[src/rtl/isc_pkg.sv]
package isc_pkg;
   localparam int NSRC     = 4;
   localparam int GLB_BIT  = 31;
   localparam int SRC_POS [NSRC] = '{0, 1, 2, 7};

   localparam logic [11:0] OFS_ENABLE = 12'h008;
   localparam logic [11:0] OFS_VECTOR = 12'h00C;
   localparam logic [11:0] OFS_STATUS = 12'h010;
   localparam logic [11:0] OFS_CAPS   = 12'h014;

   localparam int MODE_LEVEL_HIGH = 0;
   localparam int MODE_LEVEL_LOW  = 1;
   localparam int MODE_RISE       = 2;
   localparam int MODE_FALL       = 3;

   // capability word: source-support mirror, one trigger-style flag, burst flag
   function automatic logic [31:0] caps_word(input int mode, input int burst_static);
      logic [31:0] w;
      w = '0;
      for (int i = 0; i < NSRC; i++) w[SRC_POS[i]] = 1'b1;
      w[3 + mode] = 1'b1;
      w[8] = (burst_static != 0);
      return w;
   endfunction
endpackage

[src/rtl/isc_event_latch.sv]
module isc_event_latch #(
   parameter int N = 4
) (
   input  logic         clk,
   input  logic         rst_n,
   input  logic [N-1:0] evt_i,
   input  logic [N-1:0] clr_i,
   output logic [N-1:0] pend_o
);
   always_ff @(posedge clk) begin
      if (!rst_n) pend_o <= '0;
      else        pend_o <= (pend_o & ~clr_i) | evt_i;
   end

   a_r2_event_latches: assert property (@(posedge clk) disable iff (!rst_n)
      (evt_i != '0) |=> ((pend_o & $past(evt_i)) == $past(evt_i)));

   a_r3_clear_without_event: assert property (@(posedge clk) disable iff (!rst_n)
      ((clr_i & ~evt_i) != '0) |=> ((pend_o & $past(clr_i & ~evt_i)) == '0));
endmodule

[src/rtl/isc_irq_out.sv]
module isc_irq_out #(
   parameter int MODE = 0
) (
   input  logic clk,
   input  logic rst_n,
   input  logic req_i,
   output logic irq_o
);
   logic req_d;

   always_ff @(posedge clk) begin
      if (!rst_n) req_d <= 1'b0;
      else        req_d <= req_i;
   end

   generate
      if (MODE == 0) begin : g_lvl_hi
         always_ff @(posedge clk) begin
            if (!rst_n) irq_o <= 1'b0;
            else        irq_o <= req_i;
         end
      end else if (MODE == 1) begin : g_lvl_lo
         always_ff @(posedge clk) begin
            if (!rst_n) irq_o <= 1'b1;
            else        irq_o <= ~req_i;
         end
      end else if (MODE == 2) begin : g_rise
         always_ff @(posedge clk) begin
            if (!rst_n) irq_o <= 1'b0;
            else        irq_o <= req_i & ~req_d;
         end
      end else begin : g_fall
         always_ff @(posedge clk) begin
            if (!rst_n) irq_o <= 1'b1;
            else        irq_o <= ~(req_i & ~req_d);
         end
      end
   endgenerate
endmodule

[src/rtl/isc_irq_ctrl.sv]
module isc_irq_ctrl
   import isc_pkg::*;
#(
   parameter int ADDR_W       = 12,
   parameter int VEC_W        = 8,
   parameter int IRQ_MODE     = MODE_LEVEL_HIGH,
   parameter int BURST_STATIC = 1
) (
   input  logic              clk,
   input  logic              rst_n,
   input  logic [NSRC-1:0]   evt_i,
   input  logic              reg_wr_i,
   input  logic [ADDR_W-1:0] reg_addr_i,
   input  logic [31:0]       reg_wdata_i,
   output logic [31:0]       reg_rdata_o,
   output logic              irq_o
);
   localparam logic [31:0] CAPS = caps_word(IRQ_MODE, BURST_STATIC);
   localparam logic [ADDR_W-1:0] A_EN  = ADDR_W'(OFS_ENABLE);
   localparam logic [ADDR_W-1:0] A_VEC = ADDR_W'(OFS_VECTOR);
   localparam logic [ADDR_W-1:0] A_STS = ADDR_W'(OFS_STATUS);
   localparam logic [ADDR_W-1:0] A_CAP = ADDR_W'(OFS_CAPS);

   generate
      if (IRQ_MODE < 0 || IRQ_MODE > 3) begin : g_bad_mode
         $error("IRQ_MODE must be 0..3");
      end
      if (ADDR_W < 5) begin : g_bad_addr
         $error("ADDR_W too small for register page");
      end
      if (VEC_W < 4 || VEC_W > 8) begin : g_bad_vec
         $error("VEC_W must be 4..8");
      end
   endgenerate

   logic            wr_en_reg, wr_vec, wr_sts;
   logic [NSRC-1:0] en_src, clr_v, pend;
   logic            en_glb;
   logic [VEC_W-1:0] vec_q;
   logic            req;
   logic            unused_wdata;

   assign wr_en_reg = reg_wr_i && (reg_addr_i == A_EN);
   assign wr_vec    = reg_wr_i && (reg_addr_i == A_VEC);
   assign wr_sts    = reg_wr_i && (reg_addr_i == A_STS);
   assign unused_wdata = ^reg_wdata_i;

   for (genvar i = 0; i < NSRC; i++) begin : g_src
      assign clr_v[i] = wr_sts & reg_wdata_i[SRC_POS[i]];
      always_ff @(posedge clk) begin
         if (!rst_n)         en_src[i] <= 1'b0;
         else if (wr_en_reg) en_src[i] <= reg_wdata_i[SRC_POS[i]];
      end
   end

   always_ff @(posedge clk) begin
      if (!rst_n) begin
         en_glb <= 1'b0;
         vec_q  <= '0;
      end else begin
         if (wr_en_reg) en_glb <= reg_wdata_i[GLB_BIT];
         if (wr_vec)    vec_q  <= reg_wdata_i[VEC_W-1:0];
      end
   end

   isc_event_latch #(.N(NSRC)) u_latch (
      .clk(clk), .rst_n(rst_n), .evt_i(evt_i), .clr_i(clr_v), .pend_o(pend)
   );

   assign req = en_glb & |(pend & en_src);

   isc_irq_out #(.MODE(IRQ_MODE)) u_out (
      .clk(clk), .rst_n(rst_n), .req_i(req), .irq_o(irq_o)
   );

   always_comb begin
      reg_rdata_o = '0;
      if (reg_addr_i == A_EN) begin
         for (int i = 0; i < NSRC; i++) reg_rdata_o[SRC_POS[i]] = en_src[i];
         reg_rdata_o[GLB_BIT] = en_glb;
      end else if (reg_addr_i == A_STS) begin
         for (int i = 0; i < NSRC; i++) reg_rdata_o[SRC_POS[i]] = pend[i];
      end else if (reg_addr_i == A_VEC) begin
         reg_rdata_o[VEC_W-1:0] = vec_q;
      end else if (reg_addr_i == A_CAP) begin
         reg_rdata_o = CAPS;
      end
   end

   generate
      if (IRQ_MODE == MODE_LEVEL_HIGH) begin : g_chk_lvl
         a_r5_line_tracks_request: assert property (@(posedge clk) disable iff (!rst_n)
            1'b1 |=> (irq_o == $past(en_glb & |(pend & en_src))));
         a_r5_global_gates_line: assert property (@(posedge clk) disable iff (!rst_n)
            !en_glb |=> !irq_o);
      end
   endgenerate

   a_r4_event_wins_clear: assert property (@(posedge clk) disable iff (!rst_n)
      ((evt_i & clr_v) != '0) |=> ((pend & $past(evt_i & clr_v)) == $past(evt_i & clr_v)));
endmodule

[config.mk]
export PLATFORM = sky130hd
export DESIGN_NAME = isc_irq_ctrl
export DESIGN_NICKNAME = d
export VERILOG_FILES = /design/src/rtl/isc_pkg.sv /design/src/rtl/isc_event_latch.sv /design/src/rtl/isc_irq_out.sv /design/src/rtl/isc_irq_ctrl.sv
export SDC_FILE = /design/constraint.sdc
export NUM_CORES = 1
export LEC_CHECK = 0
export CAP_MARGIN = 30
export CORE_MARGIN = 2
export CORE_UTILIZATION = 34
export CTS_BUF_LIST = sky130_fd_sc_hd__clkbuf_16
export DETAILED_ROUTE_END_ITERATION = 10
export HOLD_SLACK_MARGIN = 0.02
export PLACE_DENSITY = 0.85
export SKIP_CTS_REPAIR_TIMING = 1
export SYNTH_ARGS = -nofsm -noshare
export SYNTH_HDL_FRONTEND = slang
export SYNTH_SLANG_ARGS = --single-unit
[constraint.sdc]
create_clock -name clk -period 1.39 [get_ports clk]
set_input_delay 0.278 -clock clk [delete_from_list [all_inputs] [get_ports clk]]
set_output_delay 0.278 -clock clk [all_outputs]
set_load 0.02 [all_outputs]
==> results.yml, run 1 <==
route:
  wl_per_cell_um: 12.1
  drtAntennaViolNets: 0
  vias: 1116
  wl_um: 3020
  dr.pass1.iters: 4
  vias_per_cell: 4.46
  drc: 0
  drt_iter0_markers: 49
grt:
  grt_usage_pct: 13.9
  met2_usage_pct: 22.0
  grt.busiest_layer: "met2"
  grt_pass1_wl_um: 4270
  gr-usage-met1_pct: 17.6
  grt_pass1_vias: 952
  grt_util_met3_pct: 4.17
  grt_max_degree: 27
  antenna_found_initial: 0
  gr-total-overflow: 0
die:
  die_h_um: 62.2
  start_util_pct: 35.0
  num_rows: 21
  io_pins: 84
  fp.coreArea_um2: 3280
  dieWidth_um: 62.2
  die_area_um2: 3860
logic_synthesis:
  ys_async_sr_fraction_pct: 0
  synth_cell_types: 29
  netlist_area_um2: 1150
  synth.area.top_cells: "dfxtp_1, mux2i_1, buf_4, nand2_1, a41oi_1"
  ys_ff_latch: 18
  synthCells: 135
  synth_top_area_share_pct: 31.3
  yosysWarnings: 0
  yosysTopAreaCell: "dfxtp_1"
  ys_seq_area_share_pct: 31.3
  synth_edf_count: 0
  synth_ff_type: "dfxtp_1"
  avgSynthCellArea_um2: 8.52
timing:
  fin_skew_ps: 2.51
  min_period_ps: 1760
  hold_violations: 0
  layout_setup_ws_ps: -368
  slew_viol_final: 0
  period_share_pct: 126
  fin_tns_setup_ps: -2790
  fmax_mhz: 569
  rsz0062_at_grt: "true"
  setup_viol: 10
setup_path:
  cp-end-kind: "output port"
  rrSetupSlack_ps: 550
  max_stage_delay_ps: 340
  cp-start-kind: "input pin"
  critPathCapture: "reg_rdata_o[5]"
  crit_path_start: "reg_addr_i[10]"
  critPathKind: "input pin to output port"
  path_cells: "buf_6 > nor4_4 > nand3_4 > buf_6 > nor4b_4 > buf_4"
  crit_top_cell: "buf_6"
  r2r_start: "u_latch.pend_o[2]"
  ff2ff_path_depth: 3
  worstPathArrival_ps: 1480
  worstReg2RegEnd: "u_out.irq_o"
  crit_fanout: 5
  critPathRequiredTime_ps: 1110
  slowest_stage: "nor4_4"
pwr:
  ir_drop_mv: 0.709
  power.density_nw_per_um2: 704
  power_mw: 1.38
  p_leak_nw: 0.946
place:
  gp_congestion: 0.835
  io_buffers: 38
  dp.cells: 236
  hpwl_um: 2130
  place_ws_ps: -1150
job:
  max_cap_viol_count: 0
clocking:
  cts_tree: "yes"
  cts_made_buffers: 3
  clockBufferDepth: 2
  clock-sinks: 18
  htreeDepth: 1
  clk_latency_ps: 250
  clockRootBuffer: "clkbuf_16"
  clkTransAtPathRegs_ps: 50
cells_and_area:
  diodes: 0
  drive_above_1_share_pct: 34.3
  nNetsFinal: 256
  fin_util_pct: 59.7
  syn2layout_area_growth_pct: 70.6
  stdcell_count: 250
worst_hold_path:
  min-delay-start: "vec_q[7]"
  hold_path_class: "flip-flop to flip-flop"
status:
  violations: "negative setup slack"
  status: "finished, violations left"
[power by group]
| group | total (mW) | switching [mW] | leakage (nW) | internal, mW |
|---|---|---|---|---|
| clock network | 0.581 | 0.198 | 0.0385 | 0.383 |
| registers | 0.530 | 0.00507 | 0.146 | 0.525 |
| logic | 0.270 | 0.145 | 0.761 | 0.126 |
[worst max-delay path, delay by kind of cell]
kind                   cells  cell delay [ps]
and+or+nand+nor            3              760
buffers and inverters      3              430
[per-layer routing]
layer / up-vias / share of wire (%) / wire, µm
met5: - / 0 / 0
met4: 0 / 0.63 / 19
met3: 2 / 6.5 / 196
met2: 39 / 50 / 1520
met1: 512 / 43 / 1290
li1: 563 / - / -
[metrics by stage]
stage | hold slack [ps] | area [µm²]
3_5_place_dp | 451 | 1720
3_3_place_gp | 442 | 1720
6_report | 458 | 1960
4_1_cts | 458 | 1790
2_1_floorplan | 400 | 1280
5_1_grt | 468 | 1960
[synth_stat cells, drive strengths merged, types with 2 or more instances]
| cell type | number |
|---|---|
| a41oi | 4 |
| nor3 | 3 |
| nand2 | 23 |
| nand2b | 2 |
| nand3 | 2 |
| and3 | 2 |
| buf | 24 |
| o21ai | 5 |
| o22a | 4 |
| nor4b | 3 |
| nor2 | 9 |
| dfxtp | 18 |
| inv | 6 |
| mux2i | 17 |
| a22oi | 2 |
| clkbuf | 3 |
[flip-flops by register name, indices dropped and copies added (netlist names)]
name,cells
en_src,4
u_out.irq_o,1
vec_q,8
en_glb,1
u_latch.pend_o,4
[cells in the final DEF, fill, tap and decap left out]
cell type	Yosys	layout
nor3b_1	1	1
o21ai_0	5	5
o22a_1	4	4
a22oi_1	2	2
and4_4	0	1
mux2i_2	0	1
a41oi_1	4	4
nand3_4	1	1
nor2_4	0	3
nor4_4	1	1
mux2i_1	17	16
nor3_2	1	1
buf_12	0	2
nor4b_4	0	3
nand2_1	23	22
nor3_4	0	2
conb_1	1	22
a21oi_1	1	1
dfxtp_1	18	18
clkdlybuf4s50_1	0	15
nand2b_4	0	2
nand3_1	1	1
buf_4	22	31
nand4_2	1	1
nor4bb_1	1	1
clkinv_1	0	1
clkbuf_16	0	3
nand2_2	0	1
nor2_1	9	6
buf_6	1	11
and3_4	0	2
dlymetal6s2s_1	0	8
and4b_1	1	1
inv_1	6	6
clkbuf_2	0	4
[cell families after synthesis]
| family | synth area share (%) |
|---|---|
| muxes | 14.8 |
| DFF | 31.3 |
| other | 0.326 |
| buffers and inverters | 18.7 |
| and+or+nand+nor | 24.8 |
| AOI/OAI and AO/OA | 10.0 |
[how the worst min path moves through the flow]
stage                             end  depth (start not counted)  slack [ps]
finish                       vec_q[7]                          2         460
global route                 vec_q[3]                          2         470
CTS                          vec_q[3]                          2         460
detailed placement           vec_q[3]                          2         450
global placement             vec_q[2]                          2         440
floorplan           u_latch.pend_o[0]                          1         400
[area by class of cell]
cell class | instances | area [µm²]
clock buffers | 3 | 75.1
clock inverters | 1 | 3.75
fillers | 293 | 1320
inverters | 6 | 22.5
multi-input cells | 105 | 776
flip-flops and latches | 18 | 360
well taps | 46 | 57.6
repair buffers | 71 | 667
(Power assumes the default switching activity.)
==> run 2: changes to the inputs <==
--- a/config.mk
+++ b/config.mk
@@ -12,6 +12,7 @@
 export DETAILED_ROUTE_END_ITERATION = 10
 export HOLD_SLACK_MARGIN = 0.02
 export PLACE_DENSITY = 0.85
+export REMOVE_ABC_BUFFERS = 1
 export SKIP_CTS_REPAIR_TIMING = 1
 export SYNTH_ARGS = -nofsm -noshare
 export SYNTH_HDL_FRONTEND = slang
==> run 2 against run 1 <==
The run still ends with negative setup slack left. Count of clock-buffer cells in the layout did not move. Via count fell by 1.5%. Non-clock buffer count fell by 8. Die area did not move. Wire length rose by 3.6%. Design area fell by 1.7%. Critical path type unchanged. Largest power group unchanged.
==> results.yml, run 2 (synthesis gave the netlist of run 1 again) <==
route:
  vias: 1099
  dr.pass1.iters: 4
  vias_per_cell: 4.54
  wl_per_cell_um: 12.9
  drtAntennaViolNets: 0
  wl_um: 3130
  drc: 0
  drt_iter0_markers: 39
timing:
  period_share_pct: 121
  fin_skew_ps: 2.03
  min_period_ps: 1680
  fmax_mhz: 593
  layout_setup_ws_ps: -295
  setup_viol: 10
  fin_hold_ws_ps: 464
  slew_viol_final: 0
  fin_tns_setup_ps: -2190
  rsz0062_at_grt: "true"
  hold_violations: 0
die:
  die_area_um2: 3860
  die_h_um: 62.2
  start_util_pct: 35.0
  fp.coreArea_um2: 3280
  io_pins: 84
  dieWidth_um: 62.2
  num_rows: 21
setup_path:
  critPathRequiredTime_ps: 1110
  ff2ff_path_depth: 3
  critPathKind: "input pin to output port"
  rrSetupSlack_ps: 570
  crit_fanout: 7
  cp-end-kind: "output port"
  worstPathArrival_ps: 1410
  cp-start-kind: "input pin"
  r2r_start: "u_latch.pend_o[2]"
  worstReg2RegEnd: "u_out.irq_o"
place:
  gp_congestion: 0.857
  hpwl_um: 2180
  io_buffers: 38
pwr:
  ir_drop_mv: 0.597
  power_mw: 1.40
  power.density_nw_per_um2: 724
  p_leak_nw: 0.929
cells_and_area:
  syn2layout_area_growth_pct: 67.8
  layout_commonest_cell: "buf_4"
  diodes: 0
  nNetsFinal: 248
  largest-register: "vec_q"
  top_regs: "vec_q x8, en_src x4, u_latch.pend_o x4"
  layout_common_cells: "buf_4, nand2_1, conb_1"
  drive_above_1_share_pct: 31.1
  largest_register_ffs: 8
  fillers: 301
grt:
  antenna_found_initial: 0
  grt_max_degree: 27
  grt_usage_pct: 15.5
  gr-total-overflow: 0
  grt_pass1_wl_um: 4710
  grt_pass1_vias: 1017
clocking:
  clockRootBuffer: "clkbuf_16"
  clockBufferDepth: 2
  cts_tree: "yes"
  clkTransAtPathRegs_ps: 50
  htreeDepth: 1
  cts_made_buffers: 3
  clock-sinks: 18
  clk_latency_ps: 250
job:
  max_cap_viol_count: 0
worst_hold_path:
  min-delay-start: "vec_q[5]"
  min_to: "vec_q[5]"
  holdPathStages: 2
  hold_path_class: "flip-flop to flip-flop"
status:
  status: "finished, violations left"
  violations: "negative setup slack"
## run 2: cell types whose count changed in the layout (fill, tap and decap cells not counted), sizes merged
| cell | change |
|---|---|
| buf | -8 |
| clkbuf | -2 |
| clkdlybuf4s50 | -1 |
| dlymetal6s2s | +3 |
## run 2: area by class of cell
cell class | instances | area [µm²] | area share (%)
multi-input cells | 105 | 764 | 39.6
clock inverters | 1 | 3.75 | 0.195
repair buffers | 63 | 646 | 33.5
clock buffers | 3 | 75.1 | 3.89
flip-flops and latches | 18 | 360 | 18.7
inverters | 6 | 22.5 | 1.17
well taps | 46 | 57.6 | 2.98
## run 2: worst max-delay path, stage by stage
cell,delay (ps)
buf_6,90
nor4_4,340
nand3_4,190
nor4b_2,320
buf_4,190
## run 2: how the worst max path moves through the flow
stage | cells after the start | from | end
floorplan | 3 | reg_addr_i[9] | reg_rdata_o[4]
global placement | 5 | reg_addr_i[9] | reg_rdata_o[6]
detailed placement | 5 | reg_addr_i[9] | reg_rdata_o[4]
CTS | 5 | reg_addr_i[9] | reg_rdata_o[4]
global route | 5 | reg_addr_i[10] | reg_rdata_o[5]
finish | 5 | reg_addr_i[10] | reg_rdata_o[5]
## run 2: per-stage QoR
step / instance area, µm² / setup WS, ps / util, % / cells
floorplan: 1040 / -483 / - / 129
global placement: 1660 / -1080 / 50.6 / 233
detailed placement: 1660 / -1170 / 50.6 / 233
CTS: 1740 / -1180 / 53.0 / 237
global route: 1930 / -367 / 58.7 / 242
finish: 1930 / -295 / 58.7 / 242
## run 2: report_power, final
group          switching (mW)  leakage (nW)  internal (mW)  total (mW)
registers             0.00421         0.146          0.525       0.529
clock network           0.208        0.0385          0.383       0.592
logic                   0.146         0.744          0.130       0.276
total                   0.359         0.929           1.04        1.40
## run 2: routing by layer
layer	track usage (%)	part of all wire, %	wire length, µm
met1	18.5	41	1270
met2	24.6	49	1540
met3	4.71	8.0	249
met4	9.17	2.4	74
met5	0	0	0
==> run 3: changes to the inputs <==
--- a/config.mk
+++ b/config.mk
@@ -5,10 +5,10 @@
 export SDC_FILE = /design/constraint.sdc
 export NUM_CORES = 1
 export LEC_CHECK = 0
+export ABC_CLOCK_PERIOD_IN_PS = 1390
 export CAP_MARGIN = 30
 export CORE_MARGIN = 2
 export CORE_UTILIZATION = 34
-export CTS_BUF_LIST = sky130_fd_sc_hd__clkbuf_16
 export DETAILED_ROUTE_END_ITERATION = 10
 export HOLD_SLACK_MARGIN = 0.02
 export PLACE_DENSITY = 0.85
==> run 3 against run 2 <==
The run still ends with negative setup slack left. Core utilization decreased by 1.4 points. Die area is the same. Non-clock buffer count unchanged.
==> results.yml, run 3 (synthesis gave the netlist of run 1 again) <==
cells_and_area:
  largest_register_ffs: 8
  diodes: 0
  stdcell_count: 242
  drive_above_1_share_pct: 31.1
  nNetsFinal: 248
  fin_area_um2: 1880
  layout_commonest_cell: "buf_4"
  layout_common_cells: "buf_4, nand2_1, conb_1"
  top_regs: "vec_q x8, en_src x4, u_latch.pend_o x4"
  largest-register: "vec_q"
  syn2layout_area_growth_pct: 63.7
setup_path:
  critPathRequiredTime_ps: 1110
  crit_fanout: 7
  worstPathArrival_ps: 1410
  critPathKind: "input pin to output port"
  path_cells: "buf_6 > nor4_4 > nand3_4 > nor4b_2 > buf_4"
  slowest_stage: "nor4_4"
  max_stage_delay_ps: 340
  cp-start-kind: "input pin"
  ff2ff_path_depth: 3
  cp-end-kind: "output port"
grt:
  grt_max_degree: 27
  grt_usage_pct: 14.7
  grt_util_met3_pct: 4.71
  grt_pass1_vias: 1019
  grt_pass1_wl_um: 4640
  antenna_found_initial: 0
  met2_usage_pct: 24.6
  gr-usage-met1_pct: 18.6
  gr-total-overflow: 0
  grt.busiest_layer: "met2"
pwr:
  power.density_nw_per_um2: 606
  ir_drop_mv: 0.536
  p_sw_mw: 0.325
  clockPowerShare_pct: 29.4
  power_switching_share_pct: 28.5
  p_int_mw: 0.815
  pwr-share-comb_pct: 24.3
  pwr-share-seq_pct: 46.3
  p_leak_nw: 0.902
route:
  vias_per_cell: 4.50
  dr.pass1.iters: 4
  wl_um: 3130
  drtAntennaViolNets: 0
  wl_per_cell_um: 12.9
  drt_iter0_markers: 32
  drc: 0
  vias: 1089
die:
  die_area_um2: 3860
  dieWidth_um: 62.2
  start_util_pct: 35.0
  io_pins: 84
  num_rows: 21
  fp.coreArea_um2: 3280
  die_h_um: 62.2
timing:
  min_period_ps: 1690
  rsz0062_at_grt: "true"
  fin_hold_ws_ps: 471
  hold_violations: 0
  period_share_pct: 122
  slew_viol_final: 0
  setup_viol: 10
  fmax_mhz: 591
  layout_setup_ws_ps: -303
  fin_skew_ps: 4.21
clocking:
  cts_tree: "yes"
  clockRootBuffer: "clkbuf_4"
  cts_made_buffers: 3
  clk_latency_ps: 300
  clockBufferDepth: 2
  clock-sinks: 18
  htreeDepth: 1
  clkTransAtPathRegs_ps: 100
job:
  max_cap_viol_count: 0
status:
  violations: "negative setup slack"
  status: "finished, violations left"
place:
  placedInstanceArea_um2: 1660
  dp.cells: 233
  hpwl_um: 2180
  gp_congestion: 0.857
  io_buffers: 38
worst_hold_path:
  holdPathStages: 2
  hold_path_class: "flip-flop to flip-flop"
-- run 3: critical path: cells and delay by family --
family / cells / cell delay, ps
and+or+nand+nor: 3 / 850
buffers and inverters: 2 / 280
-- run 3: worst paths after layout --
kind	start	endpoint	slack, ps
setup / recovery	reg_addr_i[10]	reg_rdata_o[5]	-300
hold / removal	vec_q[2]	vec_q[2]	470
setup reg to reg	u_latch.pend_o[2]	u_out.irq_o	570
hold reg to reg	vec_q[2]	vec_q[2]	470
-- run 3: layout make-up --
class,instances,area (µm²)
fill,306,1400
multi-input combinational,105,762
timing repair buffer,63,643
sequential,18,360
tap,46,57.6
clock buffer,4,36.3
inverter,6,22.5
-- run 3: power by group through the flow --
stage	Sequential (mW)	Combinational [mW]	Clock [mW]
floorplan	0.540	0.0984	0
CTS	0.528	0.251	0.335
global route	0.530	0.297	0.358
detailed placement	0.540	0.250	0
global placement	0.540	0.246	0
finish	0.528	0.277	0.335
-- run 3: per-layer routing --
| layer | up-vias | wire length, µm |
|---|---|---|
| li1 | 548 | - |
| met1 | 494 | 1330 |
| met2 | 42 | 1540 |
| met3 | 5 | 220 |
| met4 | 0 | 41 |
| met5 | - | 0 |
-- run 3: per-stage QoR --
stage,utilization [%],worst slack (ps),total power [mW],setup TNS [ps]
after floorplan,-,-483,0.638,-2070
after global routing,57.3,-375,1.18,-2920
after global placement,50.6,-1080,0.785,-18200
after detailed placement,50.6,-1170,0.790,-19240
final,57.3,-303,1.14,-2250
after CTS,51.7,-1180,1.11,-14040
